## config.mk

```make
export PLATFORM = sky130hd
export DESIGN_NAME = dslope_ctrl
export DESIGN_NICKNAME = d
export VERILOG_FILES = /design/src/rtl/dslope_ctrl.sv
export SDC_FILE = /design/constraint.sdc
export NUM_CORES = 1
export LEC_CHECK = 0
export BUFFER_PORTS_ARGS = -buffer_cell sky130_fd_sc_hd__buf_2
export CORE_ASPECT_RATIO = 1.4
export CORE_UTILIZATION = 45
export CTS_CLUSTER_SIZE = 40
export DETAILED_ROUTE_END_ITERATION = 10
export GPL_TIMING_DRIVEN = 0
export PLACE_DENSITY = 0.74
export SYNTH_ARGS = -nofsm -noshare
export SYNTH_HDL_FRONTEND = slang
export SYNTH_SLANG_ARGS = --single-unit
```

## constraint.sdc

```tcl
create_clock -name clk -period 2.7 [get_ports clk]
set_input_delay 0.54 -clock clk [delete_from_list [all_inputs] [get_ports clk]]
set_output_delay 0.54 -clock clk [all_outputs]
set_load 0.05 [all_outputs]
```

## src/rtl/dslope_ctrl.sv

```systemverilog
module dslope_ctrl #(
  parameter int N = 10
) (
  input  logic         clk,
  input  logic         rst_n,
  input  logic         start_i,
  input  logic         cmp_i,
  output logic [1:0]   sel_o,
  output logic         zero_sw_o,
  output logic [N-1:0] count_o,
  output logic [N-1:0] result_o,
  output logic         done_o,
  output logic         over_o
);

  localparam logic [N-1:0] CNT_MAX = '1;
  localparam logic [1:0]   SEL_GND = 2'b00;
  localparam logic [1:0]   SEL_VIN = 2'b01;
  localparam logic [1:0]   SEL_REF = 2'b10;

  typedef enum logic [1:0] {S_IDLE, S_INT, S_DEI} st_t;

  st_t  st;
  logic cmp_m, cmp_s;
  logic at_max;

  assign at_max    = (count_o == CNT_MAX);
  assign sel_o     = (st == S_INT) ? SEL_VIN : (st == S_DEI) ? SEL_REF : SEL_GND;
  assign zero_sw_o = (st == S_IDLE);

  always_ff @(posedge clk or negedge rst_n) begin
    if (!rst_n) begin
      cmp_m <= 1'b0;
      cmp_s <= 1'b0;
    end else begin
      cmp_m <= cmp_i;
      cmp_s <= cmp_m;
    end
  end

  always_ff @(posedge clk or negedge rst_n) begin
    if (!rst_n) begin
      st       <= S_IDLE;
      count_o  <= '0;
      result_o <= '0;
      done_o   <= 1'b0;
      over_o   <= 1'b0;
    end else begin
      done_o <= 1'b0;
      case (st)
        S_IDLE: begin
          count_o <= '0;
          if (start_i) begin
            st     <= S_INT;
            over_o <= 1'b0;
          end
        end
        S_INT: begin
          if (at_max) begin
            count_o <= '0;
            st      <= S_DEI;
          end else begin
            count_o <= count_o + 1'b1;
          end
        end
        S_DEI: begin
          if (!cmp_s) begin
            result_o <= count_o;
            done_o   <= 1'b1;
            count_o  <= '0;
            st       <= S_IDLE;
          end else if (at_max) begin
            result_o <= CNT_MAX;
            over_o   <= 1'b1;
            done_o   <= 1'b1;
            count_o  <= '0;
            st       <= S_IDLE;
          end else begin
            count_o <= count_o + 1'b1;
          end
        end
        default: st <= S_IDLE;
      endcase
    end
  end

  AST_START_SWITCH: assert property (@(posedge clk) disable iff (!rst_n)
    ($past(sel_o) == SEL_GND && sel_o != SEL_GND) |-> (sel_o == SEL_VIN && !zero_sw_o));

  AST_COUNT_STEP: assert property (@(posedge clk) disable iff (!rst_n)
    (sel_o != SEL_GND && sel_o == $past(sel_o)) |-> count_o == $past(count_o) + 1'b1);

  AST_PHASE_EDGE: assert property (@(posedge clk) disable iff (!rst_n)
    (sel_o == SEL_REF && $past(sel_o) == SEL_VIN) |-> (count_o == '0 && $past(count_o) == CNT_MAX));

  AST_DONE_SINGLE: assert property (@(posedge clk) disable iff (!rst_n)
    done_o |=> !done_o);

  AST_DONE_IDLE: assert property (@(posedge clk) disable iff (!rst_n)
    done_o |-> (sel_o == SEL_GND && zero_sw_o));

  AST_OVER_SAT: assert property (@(posedge clk) disable iff (!rst_n)
    (done_o && over_o) |-> result_o == CNT_MAX);

  AST_OVER_CLEAR: assert property (@(posedge clk) disable iff (!rst_n)
    ($past(sel_o) == SEL_GND && sel_o == SEL_VIN) |-> !over_o);

endmodule

```

==> Word level (Yosys, flattened, before mapping) <==
Cells that the tools add are included.
{ "word_totals": {"regBits": 26, "out_inout_bits": 25, "wordCells": 42, "inputBits": 4} }
{ "op_classes": {"n_eq_ne": 9, "muxes": 19, "addsub": 1, "reduce_logical": 6} }
{ "op_table": {"columns": ["cell", "count"], "rows": [
  ["$mux 10", 4],
  ["$pmux 10 s3", 1],
  ["$mux 2", 6],
  ["$add 10x1->10 const B", 1],
  ["$eq 10x10->1 const B", 1],
  ["$ne 2x2->1 const B", 4],
  ["$mux 1", 6],
  ["$pmux 2 s3", 1],
  ["$reduce_and 4->1", 1],
  ["$ne 3x3->1 const B", 1],
  ["$reduce_and 3->1", 1],
  ["$reduce_bool 3->1", 1],
  ["$eq 2x1->1 const B", 1],
  ["$eq 2x2->1 const B", 1],
  ["$logic_not 2->1", 1],
  ["$ne 2x1->1 const B", 1],
  ["$pmux 1 s2", 1],
  ["$reduce_and 2->1", 1],
  ["$reduce_bool 2->1", 1]
]} }

==> Depth between registers and ports, before layout <==
{ "logic_depth": {"depth_word": 4, "depth_mapped": 7, "depth_no_buf": 6} }

==> Worst setup path after synthesis <==
No wires, ideal clock.
{ "synth_timing": {"path_kind": "register to register", "from": "register st[0]", "to": "register count_o[7]", "stages_incl_launch_ff": 8, "path_buffers": 1, "path_slack_ns": 0.416, "t_required_ns": 2.624, "synth_period_minus_slack_ns": 2.284, "arrival_time_ns": 2.208, "cell_sequence": "dfrtp_1 > inv_1 > ha_1 > a21oi_2 > or3_1 > clkbuf_1 > or4_1 > o21ai_1"} }
{ "synth_via": {"elab_chain_cells": 2} }
{ "synth_lines": {"columns": ["item", "line", "source"], "rows": [
  ["start, declared", "23", "st_t st;"],
  ["start signal, assigned", "43", "st <= S_IDLE;"],
  ["start signal, assigned", "54", "st <= S_INT;"],
  ["start signal, assigned", "61", "st <= S_DEI;"],
  ["$eq 2x2->1, or another cell as far along", "50", "case (st)"],
  ["$pmux 10 s3 / $reduce_bool 3->1 (equally long branches)", null, null],
  ["end signal, assigned", "63", "count_o <= count_o + 1'b1;"],
  ["end signal, assigned", "79", "count_o <= count_o + 1'b1;"],
  ["end, declared", "10", "output logic [N-1:0] count_o,"]
]} }
Parallel ways exist; a longest one is shown, timed or not.
A chain may end at the register's enable or synchronous reset.

==> Worst setup path after layout <==
Ends and elaborated chain as after synthesis.

==> metrics.cfg <==
[drt]
routedWlPerCell_um = 14.4
route.layer.met1.wl_um = 1070
vias = 1005
routed_wl_um = 2610
drc = 0
dr_wl_met3_um = 77
maxUsedRoutingLayer = met4
ant_nets = 0
wl_met2_um = 1400
drt_iter0_markers = 15
viasPerCell = 5.55
drtPass1Iterations = 6

[final_layout]
n_fill_cell = 244
final_cell_mix = 29 x buf_2, 26 x dfrtp_1, 10 x o22a_1, 9 x nand2_1
finalNonFillerCells = 181
antenna_cells = 0
drive_above_1_share_pct = 26.2
synthToLayoutAreaGrowth_pct = 19.4
multiInputGateArea_um2 = 509
layout.nets = 155
final_common_cell = buf_2
seqCellArea_um2 = 651

[placed_design]
dp_hpwl_um = 1930
dpl.cell_count = 177
port_buffers = 28
gp_congestion = 0.776

[die]
num_rows = 22
ioPinCount = 29
dieWidth_um = 46.1
core_um2 = 2620
die_height_um = 63.7
start_util_pct = 46.8
die_area_um2 = 2940

[global_route]
grt_pass1_wl_um = 4370
antenna_found_initial = 0
grt_use_total_pct = 20.4
grt_max_degree = 27
grt_pass1_vias = 1004
overflow = 0

[pwr]
power_frac_comb_pct = 30.2
switching_share_pct = 36.7
pwr-share-clk_pct = 26.1
p_int_uw = 644
p_switching_uw = 374
powerDensity_nw_per_um2 = 696
pwr-share-seq_pct = 43.7
leakagePower_nw = 0.752
vdd_drop_max_mv = 0.343

[clock_tree]
cts_setup_buffers = 0
ctsRootBufferMaster = clkbuf_4
clockBufferDepth = 2
cts.repair.resized = 0
cts_buffers = 3
postCtsHoldBufs = 0
path_clk_slew_ns = 0.14
htreeDepth = 1
clkLatencyLatePin_ns = 0.33
cts_sinks = 26
cts_tree = built

[critical_path]
cp_slowest_cell = or4_1
r2r_cells = 7
arrival_ns = 2.36
start_kind = register
r2r_slack_ns = 0.61
critPathMaxFanout = 8
rr_startpoint = st[0]$_DFFE_PN0P_
crit_chain = inv_1 -> ha_1 -> a21oi_2 -> or3_1 -> clkbuf_1 -> or4_1 -> o21ai_1
reg2reg_to = count_o[7]$_DFFE_PN0P_
critical_path.endpoint_type = register
max_stage_delay_ns = 0.49
path_class = reg2reg
crit_required_ns = 2.97

[synth]
ys_types = 32
ys_seq_area_share_pct = 53.1
synthCells = 113
synth_fp_nets = 122
synth_edf_count = 0
avgSynthCellArea_um2 = 10.8
ys.flop_type = dfrtp_1
synth-seq-cells = 26
syn_area_um2 = 1220
yosysWarnings = 0
ys_async_sr_fraction_pct = 100

[timing]
finalSetupViolations = 0
skew_ns = 0.0141
finalHoldViolCount = 0
maxSlewViolCount = 0
fmax_ghz = 0.479
layout_min_cycle_time_ns = 2.09
layout_worst_path_cycle_share_pct = 77.4
slew_headroom_pct = 62.0
tightestPinTransition_ns = 0.569
setup_tns_ns = 0
rsz0062_at_grt = false

[min_path]
hold_path_class = in2async

[flow_run]
maxCapViolations = 0

[status]
status = complete, no violations

## worst max-delay path: cells and delay by family (launching register included)
family / cells / cell delay (ns)
simple gates: 2 / 0.82
flops: 1 / 0.43
buf+inv: 2 / 0.31
fa+ha+maj: 1 / 0.26
compound gates: 2 / 0.23
## metrics by stage
stage	cell area [um^2]	worst slack [ns]	power, mW	hold slack (ns)	utilization, %
after detailed placement	1410	0.641	0.760	0.342	53.9
final	1460	0.611	1.02	0.175	55.9
after CTS	1460	0.613	1.03	0.196	55.9
after floorplan	1220	0.416	0.684	0.244	-
after global routing	1460	0.538	1.07	0.194	55.9
after global placement	1410	0.696	0.747	0.334	53.9
## worst max path at each step
stage	start	end	slack (ns)
floorplan	st[0]$_DFFE_PN0P_	count_o[7]$_DFFE_PN0P_	0.42
global placement	st[0]$_DFFE_PN0P_	count_o[7]$_DFFE_PN0P_	0.70
detailed placement	st[0]$_DFFE_PN0P_	count_o[7]$_DFFE_PN0P_	0.64
CTS	st[0]$_DFFE_PN0P_	count_o[7]$_DFFE_PN0P_	0.61
global route	st[0]$_DFFE_PN0P_	count_o[7]$_DFFE_PN0P_	0.54
finish	st[0]$_DFFE_PN0P_	count_o[7]$_DFFE_PN0P_	0.61
## power groups by stage
| stage | clock (mW) | combinational (mW) | sequential (mW) |
|---|---|---|---|
| floorplan | 0 | 0.202 | 0.482 |
| global placement | 0 | 0.296 | 0.451 |
| detailed placement | 0 | 0.308 | 0.452 |
| CTS | 0.275 | 0.309 | 0.445 |
| global route | 0.292 | 0.332 | 0.451 |
| finish | 0.265 | 0.308 | 0.445 |
## registers in the layout, indices dropped and copies added, names as in the netlist
signal / count
cmp_m: 1
cmp_s: 1
count_o: 10
done_o: 1
over_o: 1
result_o: 10
st: 2
## cells in the mapped netlist (2+ instances only)
| cell type | number | share of area, % |
|---|---|---|
| nor3_1 | 2 | 0.82 |
| nor2_1 | 3 | 0.92 |
| nand2_1 | 9 | 2.8 |
| a21oi_1 | 3 | 1.2 |
| buf_6 | 2 | 1.8 |
| nand4_1 | 3 | 1.5 |
| o21ai_0 | 5 | 2.0 |
| clkbuf_1 | 3 | 0.92 |
| inv_1 | 7 | 2.1 |
| o31ai_1 | 3 | 1.8 |
| o22a_1 | 10 | 7.1 |
| dfrtp_1 | 26 | 53 |
| ha_1 | 5 | 5.1 |
| and4_1 | 2 | 1.4 |
| or3_1 | 4 | 2.0 |
| o21ai_1 | 2 | 0.82 |
| nand3_1 | 7 | 2.9 |
| a21o_1 | 2 | 1.2 |
| and3_1 | 2 | 1.0 |
## final cells by class
cell class / instances / share of cell area, %
timing repair buffer: 28 / 9.58
multi-input combinational: 74 / 34.8
buffer: 6 / 2.65
clock inverter: 1 / 2.05
sequential: 26 / 44.5
tap: 36 / 3.08
clock buffer: 3 / 1.54
inverter: 7 / 1.80
## layer usage
| layer | track usage [%] | vias to the layer above |
|---|---|---|
| met3 | 3.39 | 5 |
| met5 | 0 | - |
| met4 | 10.3 | 0 |
| met1 | 22.4 | 484 |
| met2 | 35.6 | 34 |
| li1 | - | 482 |
## logic make-up after synthesis
logic type	share of synthesized area [%]
AOI/OAI and AO/OA	20.2
buffers and inverters	5.31
adders and majority gates	5.11
muxes	0.817
DFF	53.1
and+or+nand+nor	15.4
Note: power is estimated with default switching activity, not from simulation.
